`config.mk`:
```
export PLATFORM = sky130hd
export DESIGN_NAME = credit_link_ctrl
export DESIGN_NICKNAME = d
export VERILOG_FILES = /design/src/rtl/clc_pkg.sv /design/src/rtl/clc_credit_ledger.sv /design/src/rtl/clc_link_fsm.sv /design/src/rtl/credit_link_ctrl.sv
export SDC_FILE = /design/constraint.sdc
export NUM_CORES = 1
export LEC_CHECK = 0
export ABC_AREA = 1
export BUFFER_PORTS_ARGS = -buffer_cell sky130_fd_sc_hd__buf_2
export CAP_MARGIN = 40
export CORE_MARGIN = 2
export CORE_UTILIZATION = 28
export CTS_BUF_LIST = sky130_fd_sc_hd__clkbuf_8
export DETAILED_ROUTE_END_ITERATION = 16
export GPL_ROUTABILITY_DRIVEN = 1
export GPL_TIMING_DRIVEN = 0
export PLACE_DENSITY = 0.45
export SLEW_MARGIN = 10
export SYNTH_ARGS = -nofsm -noshare
export SYNTH_HDL_FRONTEND = slang
export SYNTH_SLANG_ARGS = --single-unit
```
`constraint.sdc`:
```
create_clock -name clk -period 2.3 [get_ports clk]
set_clock_uncertainty 0.2 [all_clocks]
set_input_delay 0 -clock clk [delete_from_list [all_inputs] [get_ports clk]]
set_output_delay 0 -clock clk [all_outputs]
set_load 0.02 [all_outputs]
```
`src/rtl/clc_pkg.sv`:
```
package clc_pkg;
  typedef enum logic [1:0] {
    ST_STOPPED    = 2'd0,
    ST_ACTIVATING = 2'd1,
    ST_ACTIVE     = 2'd2,
    ST_DEACT      = 2'd3
  } link_state_e;
endpackage

```
`src/rtl/clc_credit_ledger.sv`:
```
module clc_credit_ledger #(
  parameter int NUM_CREDITS = 8,
  localparam int CW = $clog2(NUM_CREDITS + 1)
) (
  input  logic          clk,
  input  logic          rst_n,
  input  logic          grant_i,
  input  logic          consume_i,
  input  logic          return_i,
  input  logic          free_i,
  output logic [CW-1:0] out_o,
  output logic          avail_nz_o,
  output logic          err_o
);
  logic [CW-1:0] out_q, occ_q, avail_q;
  logic [CW-1:0] out_n, occ_n, avail_n;
  logic [1:0]    take;
  logic          over, free_ok, err_q;

  always_comb begin
    take    = {1'b0, consume_i} + {1'b0, return_i};
    over    = ({1'b0, out_q} < (CW+1)'(take));
    free_ok = free_i && (occ_q != '0);
    out_n   = out_q + CW'(grant_i) - (over ? '0 : CW'(take));
    occ_n   = occ_q + CW'(consume_i && !over) - CW'(free_ok);
    avail_n = avail_q - CW'(grant_i) + CW'(free_ok) + CW'(return_i && !over);
  end

  always_ff @(posedge clk) begin
    if (!rst_n) begin
      out_q   <= '0;
      occ_q   <= '0;
      avail_q <= CW'(NUM_CREDITS);
      err_q   <= 1'b0;
    end else begin
      out_q   <= out_n;
      occ_q   <= occ_n;
      avail_q <= avail_n;
      err_q   <= err_q | over;
    end
  end

  assign out_o      = out_q;
  assign avail_nz_o = (avail_q != '0);
  assign err_o      = err_q;

  // held credits plus filled slots never exceed the pool
  p_pool_bound_r4: assert property (@(posedge clk) disable iff (!rst_n)
    ({1'b0, out_q} + {1'b0, occ_q}) <= (CW+1)'(NUM_CREDITS));
  // error flag is sticky
  p_err_sticky_r10: assert property (@(posedge clk) disable iff (!rst_n)
    err_o |=> err_o);
  // error only rises after a take-away pulse
  p_err_cause_r11: assert property (@(posedge clk) disable iff (!rst_n)
    $rose(err_o) |-> $past(return_i || consume_i));
endmodule

```
`src/rtl/clc_link_fsm.sv`:
```
module clc_link_fsm
  import clc_pkg::*;
(
  input  logic        clk,
  input  logic        rst_n,
  input  logic        act_req_i,
  input  logic        buf_ready_i,
  input  logic        deact_req_i,
  input  logic        avail_nz_i,
  input  logic        out_zero_i,
  output link_state_e state_o,
  output logic        ack_o,
  output logic        hint_o,
  output logic        grant_d_o,
  output logic        grant_o
);
  link_state_e state_q, state_n;
  logic        ack_q, hint_q, grant_q;

  always_comb begin
    state_n = state_q;
    unique case (state_q)
      ST_STOPPED:    if (act_req_i) state_n = ST_ACTIVATING;
      ST_ACTIVATING: if (!act_req_i) state_n = ST_STOPPED;
                     else if (buf_ready_i) state_n = ST_ACTIVE;
      ST_ACTIVE:     if (!act_req_i || deact_req_i) state_n = ST_DEACT;
      ST_DEACT:      if (!act_req_i && out_zero_i) state_n = ST_STOPPED;
      default:       state_n = ST_STOPPED;
    endcase
  end

  assign grant_d_o = (state_q == ST_ACTIVE) && act_req_i && !deact_req_i && avail_nz_i;

  always_ff @(posedge clk) begin
    if (!rst_n) begin
      state_q <= ST_STOPPED;
      ack_q   <= 1'b0;
      hint_q  <= 1'b0;
      grant_q <= 1'b0;
    end else begin
      state_q <= state_n;
      ack_q   <= (state_n == ST_ACTIVE) || (state_n == ST_DEACT && act_req_i);
      grant_q <= grant_d_o;
      if (!act_req_i)
        hint_q <= 1'b0;
      else if (state_q == ST_ACTIVE && deact_req_i)
        hint_q <= 1'b1;
    end
  end

  assign state_o = state_q;
  assign ack_o   = ack_q;
  assign hint_o  = hint_q;
  assign grant_o = grant_q;

  // acknowledge rises only after request and buffer ready
  p_ack_after_req_r2: assert property (@(posedge clk) disable iff (!rst_n)
    $rose(ack_o) |-> $past(act_req_i && buf_ready_i));
  // grants only follow an active cycle
  p_grant_active_r5: assert property (@(posedge clk) disable iff (!rst_n)
    grant_o |-> $past(state_q == ST_ACTIVE && act_req_i));
  // hint released once the request is gone
  p_hint_release_r6: assert property (@(posedge clk) disable iff (!rst_n)
    !act_req_i |=> !hint_o);
  // stopping requires a drained count and no request
  p_stop_drained_r9: assert property (@(posedge clk) disable iff (!rst_n)
    ($past(state_q) == ST_DEACT && state_q == ST_STOPPED) |-> $past(out_zero_i && !act_req_i));
endmodule

```
`src/rtl/credit_link_ctrl.sv`:
```
module credit_link_ctrl
  import clc_pkg::*;
#(
  parameter int NUM_CREDITS = 8,
  localparam int CW = $clog2(NUM_CREDITS + 1)
) (
  input  logic          clk,
  input  logic          rst_n,
  input  logic          act_req_i,
  output logic          act_ack_o,
  input  logic          buf_ready_i,
  input  logic          deact_req_i,
  output logic          deact_hint_o,
  output logic          credit_grant_o,
  input  logic          credit_return_i,
  input  logic          pkt_consume_i,
  input  logic          slot_free_i,
  output logic [CW-1:0] credits_out_o,
  output logic [1:0]    link_state_o,
  output logic          credit_err_o
);
  logic        grant_d, avail_nz;
  link_state_e st;

  clc_link_fsm u_fsm (
    .clk         (clk),
    .rst_n       (rst_n),
    .act_req_i   (act_req_i),
    .buf_ready_i (buf_ready_i),
    .deact_req_i (deact_req_i),
    .avail_nz_i  (avail_nz),
    .out_zero_i  (credits_out_o == '0),
    .state_o     (st),
    .ack_o       (act_ack_o),
    .hint_o      (deact_hint_o),
    .grant_d_o   (grant_d),
    .grant_o     (credit_grant_o)
  );

  clc_credit_ledger #(.NUM_CREDITS(NUM_CREDITS)) u_ledger (
    .clk        (clk),
    .rst_n      (rst_n),
    .grant_i    (grant_d),
    .consume_i  (pkt_consume_i),
    .return_i   (credit_return_i),
    .free_i     (slot_free_i),
    .out_o      (credits_out_o),
    .avail_nz_o (avail_nz),
    .err_o      (credit_err_o)
  );

  assign link_state_o = st;
endmodule

```
## Word level (Yosys, flattened, before mapping)

Cells that the tools add are included.

| cells by class | value |
|---|---|
| add/subtract/negate cells | 8 |
| order comparisons | 1 |
| equality and inequality tests | 5 |
| reductions and logical operators | 19 |
| bitwise gates (word level) | 1 |
| muxes and demuxes | 7 |

Operators with widths:

| cell | number |
|---|---|
| $add 4x1->4 | 4 |
| $mux 2 | 6 |
| $logic_and 1x1->1 | 9 |
| $eq 2x2->1 const B | 4 |
| $pmux 2 s4 | 1 |
| $reduce_bool 4->1 | 2 |
| $sub 4x1->4 | 2 |
| $logic_not 4->1 | 1 |
| $lt 4x2->1 | 1 |
| $sub 4x4->4 | 1 |
| $logic_not 1->1 | 3 |
| $add 1x1->2 | 1 |
| $eq 2x1->1 const B | 1 |
| $logic_not 2->1 | 1 |
| $logic_or 1x1->1 | 2 |
| $reduce_and 2->1 | 1 |
| $or 1x1->1 | 1 |

| storage, ports and cells | value |
|---|---|
| input bits | 8 |
| word-level logic and storage cells | 49 |
| output and inout port bits | 10 |
| register bits | 18 |

## Longest topological paths before layout

Gate-level depths: netlist of run 1.

| logic depth | value |
|---|---|
| word-level depth | 7 |
| mapped depth | 16 |
| depth with buffers taken out | 16 |

## Hierarchy

Synthesis of run 1 repeated with hierarchy kept, for this count alone.

| second synthesis, totals | value |
|---|---|
| cells, all modules | 151 |
| area total of the unflattened synthesis | 1,143.6 µm² |

Modules (own cells, without submodules):

| module | area each (µm²) | seq. area each (µm²) | times used | cells each |
|---|---|---|---|---|
| clc_credit_ledger | 890.9 | 260.2 | 1 | 112 |
| clc_link_fsm | 226.5 | 100.1 | 1 | 32 |
| credit_link_ctrl | 26.3 | 0.0 | 1 | 7 |

## Worst setup path after synthesis of run 1

OpenSTA, ideal clock, no wires.

| timing path | value |
|---|---|
| path type | register to register |
| start | reg u_fsm.state_q[1], in the netlist u_fsm.state_o[1] |
| end | reg u_ledger.avail_q[1] |
| cell stages (with the launch flop) | 9 |
| data required time | 1,991 ps |
| path buffers | 0 |
| path slack | -147 ps |
| arrival | 2,138 ps |
| library setup time | 109 ps |
| period minus slack after synthesis | 2,447 ps |
| cells stage by stage | dfxtp_1 -> nand2_1 -> nor3_1 -> ha_1 -> fa_1 -> inv_1 -> fa_1 -> nand2_1 -> inv_1 |

| between the ends | value |
|---|---|
| cells in the longest elaborated chain, start to end | 7 |

Ends and longest elaborated chain:

| element | RTL line | source |
|---|---|---|
| from (decl) | clc_link_fsm.sv:17 | `link_state_e state_q, state_n;` |
| from (signal assigned) | clc_link_fsm.sv:41 | `state_q <= state_n;` |
| $eq 2x2->1 | clc_link_fsm.sv:32 | `assign grant_d_o = (state_q == ST_ACTIVE) && act_req_i && !deact_req_i && avail_nz_i;` |
| $logic_and 1x1->1 (3 in series) | clc_link_fsm.sv:32 |  |
| named net grant_d | credit_link_ctrl.sv:22 | `logic grant_d, avail_nz;` |
| $sub 4x1->4 | clc_credit_ledger.sv:26 | `avail_n = avail_q - CW'(grant_i) + CW'(free_ok) + CW'(return_i && !over);` |
| $add 4x1->4 (2 in series) | clc_credit_ledger.sv:26 |  |
| named net u_ledger.avail_n[1] | clc_credit_ledger.sv:16 | `logic [CW-1:0] out_n, occ_n, avail_n;` |
| to (signal assigned) | clc_credit_ledger.sv:33 | `avail_q <= CW'(NUM_CREDITS);` |
| to (signal assigned) | clc_credit_ledger.sv:38 | `avail_q <= avail_n;` |
| to (decl) | clc_credit_ledger.sv:15 | `logic [CW-1:0] out_q, occ_q, avail_q;` |

The timed path passes the listed nets, and every way through them passes these cells.
A chain may end at the register's enable or synchronous reset.

## Worst setup path after layout of run 1

| timing path | value |
|---|---|
| start | reg u_ledger.avail_q[3] |
| end | reg u_ledger.avail_q[1] |

| between the ends | value |
|---|---|
| cells in the longest elaborated chain, start to end | 5 |

Ends and longest elaborated chain:

| element | RTL line | source |
|---|---|---|
| $reduce_bool 4->1 | clc_credit_ledger.sv:44 | `assign avail_nz_o = (avail_q != '0);` |
| $logic_and 1x1->1 | clc_link_fsm.sv:32 |  |
| named net grant_d | credit_link_ctrl.sv:22 |  |
| $sub 4x1->4 | clc_credit_ledger.sv:26 |  |
| $add 4x1->4 (2 in series) | clc_credit_ledger.sv:26 |  |
| named net u_ledger.avail_n[1] | clc_credit_ledger.sv:16 |  |

The timed path passes the listed nets, and every way through them passes these cells.

==> reports/qor.yml, run 1 <==
drt:
  num_vias: 974
  post_drt_via_cell_ratio: 4.180
  drc_errors: 0
  wl_per_cell_um: 9.567
  finalWirelength_mm: 2.229
  firstDrtPassIters: 4
  drt_iter0_markers: 11
  drtAntennaViolNets: 0
timing:
  tightestPinTransition_ns: 0.2695
  maxSlewHeadroom_pct: 81.87
  finalHoldWorstSlack_ns: 0.02101
  hold_viol: 0
  rsz0062_at_grt: "true"
  fin_ws_ns: 0.001276
  fin_crit_ns: 2.299
  clock.fmax_mhz: 435.0
  setup_viol: 0
  finalCritPeriodShare_pct: 99.94
  maxSlewViolCount: 0
logic_synthesis:
  netlist_area_mm2: 0.001130
  synth_edf_count: 0
  syn-num-nets: 180
  syn_inst: 150
  seq_area_frac_synth_pct: 31.89
  synthArstFlopShare_pct: 0
  post_synth.cell_area_avg_um2: 7.532
  yosys_warnings: 0
  synth_top_area_share_pct: 31.89
  synth_flop_cell: "dfxtp_1"
  synth_area_leaders: "dfxtp_1 (32%), ha_1 (20%), inv_1 (12%), nand2_1 (8.0%), fa_1 (7.1%)"
  ys_ff_latch: 18
  synth_cell_type_count: 18
  synth_top_cell_by_area: "dfxtp_1"
final_layout:
  fillers: 407
  area_delta_synth_final_pct: 36.66
  regArea_um2: 369.1
  final_area_mm2: 0.001544
  diodes: 0
  multiInputGateArea_um2: 721.9
  fin_nets: 214
  drive_gt1_share_pct: 33.88
cts:
  worstSkewPairLatency_ns: 0.25
  cts.sinks: 18
  root_buffer: "clkbuf_8"
  clk_pin_slew_worst_paths_ns: 0.07
  cts_tree: "done"
  cts_buffer_depth: 2
  htreeDepth: 1
  cts_made_buffers: 3
floorplan:
  std_cell_rows: 23
  die_x_um: 67.52
  dieHeight_um: 67.52
  io_pins: 18
  core_region_area_mm2: 0.003943
  die_area_mm2: 0.004559
  initial_utilization_pct: 28.66
setup_path:
  slowest_stage: "fa_1"
  slowest_delay_ns: 0.41
  cp-start-kind: "register"
  regToRegSetupSlack_ns: 0.001
  r2r-end: "u_ledger.avail_q[1]"
  path_depth: 11
  crit_path_start: "u_ledger.avail_q[3]"
  path_cells: "inv_1 -> ha_4 -> nand2_4 -> nor2_4 -> nor3_4 -> ha_4 -> fa_2 -> inv_2 -> fa_1 -> nand2_1 -> inv_1"
  crit_family: "adder cells"
  worstPathRequired_ns: 2.26
  crit_buf_inv: 3
  cp-end-kind: "register"
  ff2ff_path_depth: 11
  crit_fanout: 2
  critPathKind: "reg -> reg"
  timing.critical_path.to: "u_ledger.avail_q[1]"
  worstPathArrival_ns: 2.26
  timing.rr.start: "u_ledger.avail_q[3]"
status:
  status: "finished, final reports clean"
power:
  total_power_mw: 1.762
  leakagePower_nw: 0.7796
  vdd_ir_drop_max_mv: 0.4511
  power.density_mw_per_mm2: 1141
hold_path:
  hold_path_class: "in -> reg"
grt:
  grt_usage_pct: 11.09
  grt_max_degree: 11
  grt_pass1_vias: 912
  grt_pass1_wl_mm: 3.781
  grt_overflow: 0
  antenna_found_initial: 0
placed_design:
  dp_slack_ns: -0.1037
  place_area_mm2: 0.001325
  gp_congestion: 0.8750
  dp_hpwl_mm: 1.736
  portBuffers: 17
run:
  maxCapViolations: 0
where the power goes:
group          internal (mW)  leakage, nW  switching [mW]
logic                  0.462        0.600           0.567
clock network          0.152       0.0288           0.107
registers              0.418        0.151          0.0547
total                   1.03        0.780           0.730
Yosys cell counts (all sizes together), types with 2 or more instances:
master,n
xor2,2
nand2,24
o21ai,3
a21oi,7
nor2,20
dfxtp,18
ha,18
nand3,11
fa,4
inv,38
state kept, by name, indices dropped and copies added, names as in the netlist:
register	flops
u_fsm.ack_o	1
u_fsm.grant_o	1
u_fsm.hint_o	1
u_fsm.state_o	2
u_ledger.avail_q	4
u_ledger.err_o	1
u_ledger.occ_q	4
u_ledger.out_o	4
placed cells by master (no fill, tap or decap), types with 4 or more instances in the layout:
cell type	netlist	routed
buf_4	0	7
nand3_1	11	10
dfxtp_1	18	13
a21oi_1	7	6
inv_1	37	30
dlygate4sd3_1	0	5
ha_1	18	12
dfxtp_2	0	4
buf_2	1	18
nand2_1	24	20
inv_2	1	8
nor2_1	19	17
clkbuf_8	0	4
repair_timing:
item,CTS,global route
endpoints found under the setup margin,3,6
pin swaps,11,12
setup buffers,5,2
hold endpoints to repair,10,0
resized for setup,11,10
hold buffers,5,0
tightest hold or removal path, stage by stage:
cell and delay (ns):
buf_2 0.11, nand2_2 0.09, fa_2 0.19, nor2_1 0.04
per-layer routing:
layer / global-route usage [%] / up-vias / wire length, µm
li1: - / 520 / -
met1: 14.40 / 441 / 1037
met2: 18.01 / 9 / 1107
met3: 2.000 / 4 / 47
met4: 4.592 / 0 / 36
met5: 0 / - / 0
metrics by stage:
step	setup TNS [ns]	std cells	util, %
after floorplan	0	150	-
after global routing	-0.3122	233	39.16
after global placement	-0.2335	217	33.61
final	0	233	39.16
after CTS	-0.01035	231	38.11
after detailed placement	-0.2609	217	33.61
logic make-up after synthesis:
logic type      Yosys count  share of synthesized area (%)
compound gates           10                          4.429
xor+xnor                  3                          2.326
fa+ha+maj                22                          27.02
buf+inv                  39                          13.07
flops                    18                          31.89
simple gates             58                          21.26
cell type report:
cell class	instances	share of cell area (%)
flip-flops and latches	18	23.91
clock buffers	4	3.566
well taps	50	4.052
plain buffers	1	0.3241
inverters	38	9.238
repair buffers	29	12.16
multi-input cells	93	46.76
worst min-delay path by stage:
stage,endpoint,slack [ns],depth (start not counted),start
2_1_floorplan,u_ledger.avail_q[1],-0.11,2,rst_n
3_3_place_gp,u_ledger.occ_q[0],0.1,3,rst_n
3_5_place_dp,u_ledger.occ_q[0],0.10,3,rst_n
4_1_cts,u_ledger.occ_q[0],0.01,6,pkt_consume_i
5_1_grt,u_ledger.avail_q[0],0.03,4,credit_return_i
6_report,u_ledger.avail_q[0],0.02,4,credit_return_i
No activity file was read; power rests on OpenSTA's default activity.
==> run 2: changes to the inputs <==
--- a/config.mk
+++ b/config.mk
@@ -14,7 +14,7 @@
 export DETAILED_ROUTE_END_ITERATION = 16
 export GPL_ROUTABILITY_DRIVEN = 1
 export GPL_TIMING_DRIVEN = 0
-export PLACE_DENSITY = 0.45
+export PLACE_DENSITY = 0.43
 export SLEW_MARGIN = 10
 export SYNTH_ARGS = -nofsm -noshare
 export SYNTH_HDL_FRONTEND = slang
==> constraint.sdc (replaced) <==
create_clock -name clk -period 3 [get_ports clk]
set_clock_uncertainty 0.2 [all_clocks]
set_input_delay 0 -clock clk [delete_from_list [all_inputs] [get_ports clk]]
set_output_delay 0 -clock clk [all_outputs]
set_load 0.02 [all_outputs]
==> reports/qor.yml, run 2 (synthesized netlist as in run 1, its figures left out) <==
status:
  status: "finished, final reports clean"
floorplan:
  die_x_um: 67.52  # unchanged
  io_pins: 18  # unchanged
  dieHeight_um: 67.52  # unchanged
  initial_utilization_pct: 28.66  # unchanged
  die_area_mm2: 0.004559  # unchanged
  core_region_area_mm2: 0.003943  # unchanged
  std_cell_rows: 23  # unchanged
final_layout:
  final_cell_mix: "inv_1 (37), nand2_1 (24), nor2_1 (19)"
  stdcell_count: 227  # -2.6%
  area_delta_synth_final_pct: 23.26
  diodes: 0  # unchanged
  fin_nets: 208  # -2.8%
  final_area_mm2: 0.001393  # -9.8%
  final_common_cell: "inv_1"
  drive_gt1_share_pct: 13.56  # -20 points
  fillers: 435  # +6.9%
hold_path:
  hold_path_class: "in -> reg"
  holdPathEnd: "u_ledger.occ_q[0]"
  min_from: "pkt_consume_i"
  hold_path_depth: 6  # +2
drt:
  drc_errors: 0  # unchanged
  finalWirelength_mm: 2.173  # -2.5%
  drtAntennaViolNets: 0  # unchanged
  firstDrtPassIters: 4  # unchanged
  drt_iter0_markers: 21  # +10
  wl_per_cell_um: 9.573  # about the same
  num_vias: 961  # -1.3%
  post_drt_via_cell_ratio: 4.233  # +1.3%
setup_path:
  regToRegSetupSlack_ns: 0.42  # +0.42 ns
  crit_fanout: 4  # +2
  critPathKind: "in -> reg"
  cp-end-kind: "register"
  worstPathRequired_ns: 2.95  # +0.69 ns
  path_cells: "dlygate4sd3_1 -> buf_2 -> ha_1 -> inv_1 -> ha_1 -> nand2_1 -> nand2_1 -> nand2_1 -> nand2_1 -> inv_1 -> nor2_1 -> ha_1 -> inv_1 -> ha_1 -> inv_1 -> fa_1 -> xor2_1 -> nor2_1"
  slowest_delay_ns: 0.53  # +0.12 ns
  timing.rr.start: "u_ledger.avail_q[2]"
  worstPathArrival_ns: 2.65  # +0.39 ns
  cp-start-kind: "input pin"
  r2r-end: "u_ledger.avail_q[1]"
  ff2ff_path_depth: 11  # unchanged
  slowest_stage: "dlygate4sd3_1"
cts:
  cts_buffer_depth: 2  # unchanged
  clk_pin_slew_worst_paths_ns: 0.07  # about the same
  htreeDepth: 1  # unchanged
  cts_tree: "done"
  cts-resized-gates: 0  # -11
  cts.sinks: 18  # unchanged
  cts_made_buffers: 3  # unchanged
  root_buffer: "clkbuf_8"
  worstSkewPairLatency_ns: 0.25  # about the same
timing:
  clock.fmax_mhz: 369.9
  setup-tns-final_ns: 0  # unchanged
  tightestPinTransition_ns: 0.3442  # +0.07469 ns
  maxSlewViolCount: 0  # unchanged
  fin_crit_ns: 2.703
  rsz0062_at_grt: "false"
  maxSlewHeadroom_pct: 76.88  # -5.0 points
  finalCritPeriodShare_pct: 90.11
  setup_viol: 0  # unchanged
  hold_viol: 0  # unchanged
power:
  leakagePower_nw: 0.7479  # -4.1%
  vdd_ir_drop_max_mv: 0.2347  # -48%
  power.density_mw_per_mm2: 867.6  # -24%
placed_design:
  gp_congestion: 0.7593  # -13%
  place_area_mm2: 0.001277  # -3.6%
  portBuffers: 17  # unchanged
  dp_hpwl_mm: 1.746  # +0.61%
  dp_cells: 217  # unchanged
run:
  maxCapViolations: 0  # unchanged
grt:
  grt_pass1_wl_mm: 3.891  # +2.9%
  grt_usage_pct: 11.30  # +0.21 points
  grt_overflow: 0  # unchanged
  grt_max_degree: 11  # unchanged
  antenna_found_initial: 0  # unchanged
  grt_pass1_vias: 955  # +4.7%
## run 2: changes by cell type in the layout (fill, tap and decap cells not counted), sizes merged
cell,change
dlygate4sd3,+1
buf,-7
## run 2: power breakdown
group | switching, mW | internal [mW] | total [mW] | leakage (nW)
sequential | 0.0371 | 0.316 | 0.353 | 0.149
clock | 0.0878 | 0.117 | 0.204 | 0.0288
combinational | 0.376 | 0.274 | 0.651 | 0.570
## run 2: worst max-delay path: cells and delay by family
kind / cells / cell delay, ns
XOR/XNOR: 1 / 0.16
adder cells (fa/ha/maj): 5 / 1.20
buffers and inverters: 6 / 0.92
AND/OR/NAND/NOR: 6 / 0.37
## run 2: area by class of cell
type	count	area, µm²	area share [%]
multi-input combinational	93	621.8	44.65
timing repair buffer	23	145.1	10.42
buffer	1	5.005	0.3594
tap	50	62.56	4.492
sequential	18	360.3	25.88
clock buffer	4	55.05	3.953
inverter	38	142.6	10.24
## run 2: timing repair
action / CTS / global route
hold buffers: 6 / 0
buffers inserted: 0 / 0
endpoints found under the hold margin: 11 / 0
## run 2: per-stage QoR
stage / hold slack, ns / setup slack (ns) / power [mW] / utilization [%]
2_1_floorplan: -0.1065 / 0.5528 / 0.8709 / -
3_3_place_gp: 0.1066 / 0.4328 / 1.001 / 32.40
3_5_place_dp: 0.1097 / 0.3826 / 1.018 / 32.40
4_1_cts: 0.01239 / 0.2601 / 1.238 / 35.32
5_1_grt: 0.08458 / 0.04046 / 1.374 / 35.32
6_report: 0.004413 / 0.2966 / 1.208 / 35.32
## run 2: layer usage
metal	share of wire, %	up-vias	wire [µm]	GRT usage, %
li1	-	509	-	-
met1	46	435	999	12.86
met2	49	15	1065	20.96
met3	4.0	2	86	2.000
met4	0.97	0	21	3.827
met5	0	-	0	0
## run 2: how the worst max path moves through the flow
| stage | start | end |
|---|---|---|
| after floorplan | u_fsm.state_o[1] | u_ledger.avail_q[1] |
| after global placement | u_ledger.avail_q[2] | u_ledger.avail_q[1] |
| after detailed placement | u_ledger.avail_q[2] | u_ledger.avail_q[1] |
| after CTS | credit_return_i | u_ledger.out_o[2] |
| after global routing | credit_return_i | u_ledger.out_o[2] |
| final | credit_return_i | u_ledger.out_o[2] |
